File: src/rtl/mux_bus_demux_pkg.sv
package mux_bus_demux_pkg;
    typedef enum logic {
        PH_IDLE = 1'b0,
        PH_DATA = 1'b1
    } phase_e;
endpackage

File: src/rtl/mbd_phase_ctrl.sv
module mbd_phase_ctrl
    import mux_bus_demux_pkg::*;
#(
    parameter int HI_W      = 28,
    parameter int BE_W      = 4,
    parameter int BURST_LEN = 4,
    parameter int IDX_W     = $clog2(BURST_LEN)
) (
    input  logic             clk,
    input  logic             rst,
    input  logic             ale,
    input  logic             rd,
    input  logic             burst,
    input  logic [IDX_W-1:0] low_idx,
    input  logic [HI_W-1:0]  bus_hi,
    input  logic [BE_W-1:0]  bus_be,
    input  logic             ack,
    output logic             active,
    output logic             is_read,
    output logic [HI_W-1:0]  hi_addr,
    output logic [BE_W-1:0]  be,
    output logic [IDX_W-1:0] idx,
    output logic             done
);
    localparam logic [IDX_W-1:0] LAST_IDX = IDX_W'(BURST_LEN - 1);

    typedef struct packed {
        phase_e           phase;
        logic [HI_W-1:0]  hi;
        logic [BE_W-1:0]  be;
        logic [IDX_W-1:0] idx;
        logic             rd;
        logic             bst;
        logic             done;
    } ctrl_t;

    ctrl_t st_d, st_q;

    always_comb begin
        st_d      = st_q;
        st_d.done = 1'b0;
        case (st_q.phase)
            PH_IDLE: begin
                if (ale) begin
                    st_d.phase = PH_DATA;
                    st_d.hi    = bus_hi;
                    st_d.be    = bus_be;
                    st_d.rd    = rd;
                    st_d.bst   = burst & rd;
                    st_d.idx   = (burst & rd) ? '0 : low_idx;
                end
            end
            PH_DATA: begin
                if (ack) begin
                    if (!st_q.bst || st_q.idx == LAST_IDX) begin
                        st_d.phase = PH_IDLE;
                        st_d.done  = 1'b1;
                    end else begin
                        st_d.idx = st_q.idx + IDX_W'(1);
                    end
                end
            end
            default: st_d.phase = PH_IDLE;
        endcase
    end

    always_ff @(posedge clk) begin
        if (rst) begin
            st_q <= '{phase: PH_IDLE, hi: '0, be: '0, idx: '0,
                      rd: 1'b0, bst: 1'b0, done: 1'b0};
        end else begin
            st_q <= st_d;
        end
    end

    assign active  = (st_q.phase == PH_DATA);
    assign is_read = st_q.rd;
    assign hi_addr = st_q.hi;
    assign be      = st_q.be;
    assign idx     = st_q.idx;
    assign done    = st_q.done;
endmodule

File: src/rtl/mbd_data_route.sv
module mbd_data_route #(
    parameter int DATA_W = 32
) (
    input  logic              active,
    input  logic              is_read,
    input  logic              ack,
    input  logic [DATA_W-1:0] bus_in,
    input  logic [DATA_W-1:0] rdata,
    output logic [DATA_W-1:0] bus_out,
    output logic              bus_oe,
    output logic [DATA_W-1:0] wdata
);
    always_comb begin
        bus_oe  = active & is_read & ack;
        bus_out = bus_oe ? rdata : '0;
        wdata   = bus_in;
    end
endmodule

File: src/rtl/mux_bus_demux.sv
module mux_bus_demux #(
    parameter int DATA_W    = 32,
    parameter int BURST_LEN = 4,
    parameter int BE_W      = DATA_W / 8,
    parameter int IDX_W     = $clog2(BURST_LEN)
) (
    input  logic              clk,
    input  logic              rst,
    input  logic              ale,
    input  logic              rd,
    input  logic              burst,
    input  logic [IDX_W-1:0]  low_addr,
    input  logic [DATA_W-1:0] ad_in,
    output logic [DATA_W-1:0] ad_out,
    output logic              ad_oe,
    output logic              mem_req,
    output logic              mem_we,
    output logic [DATA_W-1:0] mem_addr,
    output logic [BE_W-1:0]   mem_be,
    output logic [DATA_W-1:0] mem_wdata,
    input  logic [DATA_W-1:0] mem_rdata,
    input  logic              mem_ack,
    output logic              done
);
    localparam int OFF_W = $clog2(BE_W);
    localparam int HI_W  = DATA_W - OFF_W - IDX_W;

    logic              active, is_read;
    logic [HI_W-1:0]   hi_addr;
    logic [IDX_W-1:0]  idx;

    mbd_phase_ctrl #(
        .HI_W(HI_W), .BE_W(BE_W), .BURST_LEN(BURST_LEN), .IDX_W(IDX_W)
    ) u_ctrl (
        .clk    (clk),
        .rst    (rst),
        .ale    (ale),
        .rd     (rd),
        .burst  (burst),
        .low_idx(low_addr),
        .bus_hi (ad_in[DATA_W-1 -: HI_W]),
        .bus_be (ad_in[BE_W-1:0]),
        .ack    (mem_ack),
        .active (active),
        .is_read(is_read),
        .hi_addr(hi_addr),
        .be     (mem_be),
        .idx    (idx),
        .done   (done)
    );

    mbd_data_route #(.DATA_W(DATA_W)) u_route (
        .active (active),
        .is_read(is_read),
        .ack    (mem_ack),
        .bus_in (ad_in),
        .rdata  (mem_rdata),
        .bus_out(ad_out),
        .bus_oe (ad_oe),
        .wdata  (mem_wdata)
    );

    assign mem_req  = active;
    assign mem_we   = active & ~is_read;
    assign mem_addr = {hi_addr, idx, {OFF_W{1'b0}}};
endmodule

File: config.mk
export PLATFORM = sky130hd
export DESIGN_NAME = mux_bus_demux
export DESIGN_NICKNAME = d
export VERILOG_FILES = /design/src/rtl/mux_bus_demux_pkg.sv /design/src/rtl/mbd_phase_ctrl.sv /design/src/rtl/mbd_data_route.sv /design/src/rtl/mux_bus_demux.sv
export SDC_FILE = /design/constraint.sdc
export NUM_CORES = 1
export LEC_CHECK = 0
export BUFFER_PORTS_ARGS = -buffer_cell sky130_fd_sc_hd__buf_4
export CAP_MARGIN = 10
export CORE_UTILIZATION = 26
export CTS_BUF_LIST = sky130_fd_sc_hd__clkbuf_4 sky130_fd_sc_hd__clkbuf_8
export CTS_CLUSTER_SIZE = 8
export DETAILED_ROUTE_END_ITERATION = 16
export HOLD_SLACK_MARGIN = 0.05
export PLACE_DENSITY = 0.64
export SLEW_MARGIN = 15
export SYNTH_ARGS = -nofsm -noshare
export SYNTH_HDL_FRONTEND = slang
export SYNTH_HIERARCHICAL = 1
export SYNTH_SLANG_ARGS = --single-unit
File: constraint.sdc
create_clock -name clk -period 1.4 [get_ports clk]
set_input_delay 0 -clock clk [delete_from_list [all_inputs] [get_ports clk]]
set_output_delay 0 -clock clk [all_outputs]
set_load 0.05 [all_outputs]
==> impl_metrics.toml <==
[cells_and_area]
n_fill_cell = 818
antenna-diode-count = 0
drive_above_1_share = 0.5060
syn2layout_area_growth_pct = 58.49
final_net_count = 489

[global_route]
globalRouteOverflowTotal = 0
grt_start_max_net_pins = 38
vias_in_the_first_global_route = 2218
first_pass_grt_wire_length_mm = 10.32
grt_use_total = 0.1317
grt_antenna_before_repair = 0

[drt]
drt_pass1_iterations = 4
drc = 0
number_of_drc_violations_after_detailed_routing_iteration_0 = 56
route.antenna.remaining_nets = 0
drt_wl_total_mm = 6.543
avgViaCountPerCell = 4.371
dr_total_vias = 2295
drt-wirelength-per-cell_microns = 12.46

[timing]
setup_repair_after_global_routing_missed_its_margin = "no"
period_needed_ps = 1282
slew_viol_final = 0
fmax_mhz = 780.2
worst_clock_skew_ps = 7.024
timing.final.hold_violations = 0
fin_crit_sh = 0.9155
timing.setup.tns_ps = 0
finalSetupViolCount = 0

[outcome]
status = "complete, no violations"

[synth]
proportion_of_synthesized_chip_area_in_sequential_cells = 0.3207
synth.lib_cells_used.distinct = 28
netlist_area_sq_um = 2372
syn_avg_cell_area_sq_um = 8.412
syn_inst = 282
synth.ff_latch_count = 38
yosys_warnings = 6

[clock_network]
clock_sink_count = 38
clock_insertion_delay_worst_skew_ps = 290
clock_tree.buffer_depth = 2
postCtsSetupRepairBufs = 0
cts_buffers = 5
clockRootBuffer = "sky130_fd_sc_hd__clkbuf_8"
h_tree_lvls = 2
tritoncts = "yes"
clkTransAtPathRegs_ps = 80

[power]
cell_internal_pwr_uw = 2359
seq_power_share = 0.339
power.static_leakage_uw = 0.001821
sw_share = 0.3346
ir_drop_mv = 0.5807
p_clk_frac = 0.327
gate_power_share = 0.334
power.density_nw_per_um2 = 942.9
net-switching-power_uw = 1186
total_design_power_uw = 3545

[floorplan]
design.die.area_sq_um = 9510
core_sq_um = 8763
die_y_microns = 97.52
initial_utilization = 0.2707
boundaryPins = 176
dieWidth_microns = 97.52
core.rowCount = 34

[run]
max_cap_violations = 0

[worst_setup_path]
critical_path_required_ps = 1400
cp-end-kind = "primary output"
critical_path_peak_fanout = 35
critPathArrivalTime_ps = 1280
setup.worst_path.start_class = "flip-flop"
critPathKind = "flip-flop to primary output"

[place]
detailed_place_hpwl_mm = 4.529
gp_routability_congestion = 0.6607
port_buffers = 173

[hold_path]
min_path_type = "primary input to flip-flop"
==> metrics by stage <==
step | setup WS (ps) | hold slack (ps) | std cells | util | area [sq um]
after CTS | 10.78 | 72.24 | 525 | 0.4273 | 3745
after global routing | 39.51 | 74.20 | 525 | 0.4290 | 3760
final | 118.3 | 75.49 | 525 | 0.4290 | 3760
after detailed placement | 209.0 | 263.9 | 481 | 0.3695 | 3238
after floorplan | 102.1 | 107.6 | 283 | - | 2377
after global placement | 222.0 | 257.2 | 481 | 0.3695 | 3238
==> synthesized netlist by cell type, drive strengths merged <==
master / count / area [sq um]
nor3: 1 / 5.000
inv: 1 / 3.750
nor3b: 1 / 7.510
conb: 1 / 3.750
and3: 1 / 6.260
nand2b: 3 / 18.77
o21ai: 2 / 10.00
nand2: 68 / 330.3
a32oi: 1 / 8.760
and4: 32 / 280.3
o31ai: 1 / 7.510
ha: 1 / 12.51
clkbuf: 5 / 18.77
nand3: 1 / 5.000
nor2b: 2 / 22.52
a311oi: 2 / 17.52
a21oi: 35 / 212.7
nor2: 1 / 3.750
and4b: 1 / 10.01
buf: 84 / 626.8
dfxtp: 38 / 760.7
==> critical path, stage by stage (launching register included) <==
cell and delay, ps:
sky130_fd_sc_hd__dfxtp_4 410, sky130_fd_sc_hd__buf_12 170, sky130_fd_sc_hd__and4_1 210, sky130_fd_sc_hd__buf_4 200
==> logic make-up after synthesis <==
| logic type | share of synthesized area |
|---|---|
| other | 0.001581 |
| and+or+nand+nor | 0.2906 |
| adders and majority gates | 0.005273 |
| buffers and inverters | 0.2737 |
| AOI/OAI and AO/OA | 0.1081 |
| DFF | 0.3207 |
==> cell usage in the layout, fill, tap and decap left out, drive strengths merged <==
cell,Yosys,layout
a21oi,35,35
a311oi,2,2
a32oi,1,1
and3,1,1
and4,32,32
and4b,1,1
buf,84,179
bufinv,0,2
clkbuf,5,6
conb,1,2
dfxtp,38,38
dlygate4sd3,0,36
ha,1,1
inv,1,1
nand2,68,68
nand2b,3,3
nand3,1,1
nor2,1,1
nor2b,2,2
nor3,1,1
nor3b,1,1
o21ai,2,2
o31ai,1,1
==> worst paths after layout <==
check | slack, ps | from | cells past startpoint | end
hold / removal | 80 | burst | 3 | u_ctrl/st_q[1]$_SDFFE_PP0P_
hold reg to reg | 460 | u_ctrl/hi_addr[26]$_SDFFE_PP0P_ | 2 | u_ctrl/hi_addr[26]$_SDFFE_PP0P_
setup / recovery | 120 | u_ctrl/active$_SDFF_PP0_ | 3 | ad_out[27]
setup reg to reg | 200 | u_ctrl/idx[0]$_SDFFE_PP0P_ | 4 | u_ctrl/idx[0]$_SDFFE_PP0P_
==> state kept, by name (all words and copies together), names as in the netlist <==
name,cells
u_ctrl/done,1
u_ctrl/active,1
u_ctrl/st_q,1
u_ctrl/is_read,1
u_ctrl/hi_addr,28
u_ctrl/idx,2
u_ctrl/be,4
==> area by class of cell <==
type	count	area [sq um]	share of cell area
Clock buffer	6	82.58	0.02196
Multi-Input combinational cell	155	968.4	0.2576
Tap cell	108	135.1	0.03594
Timing Repair Buffer	215	1745	0.4642
Clock inverter	2	60.06	0.01597
Sequential cell	38	764.5	0.2033
Inverter	1	3.754	0.0009983
==> power groups by stage <==
stage                     sequential [uW]  clock (uW)  combinational, uW
final                                1200        1160               1180
after global routing                 1210        1250               1250
after CTS                            1200        1210               1180
after detailed placement             1230           0               1100
after global placement               1220           0               1090
after floorplan                      1230           0                842
==> layer usage <==
metal	global-route usage	vias to the layer above	routed length (microns)	share of wire
li1	-	1148	-	-
met1	0.1356	1041	2477	0.38
met2	0.2604	102	3514	0.54
met3	0.03669	4	511	0.078
met4	0.02715	0	39	0.0060
met5	0	-	0	0
==> repair_timing <==
item,CTS,global route
resized for setup,1,4
endpoints found under the setup margin,33,33
endpoints found under the hold margin,36,0
cloned,0,0
hold buffers,36,0
Power figures use the tool's default switching activity.
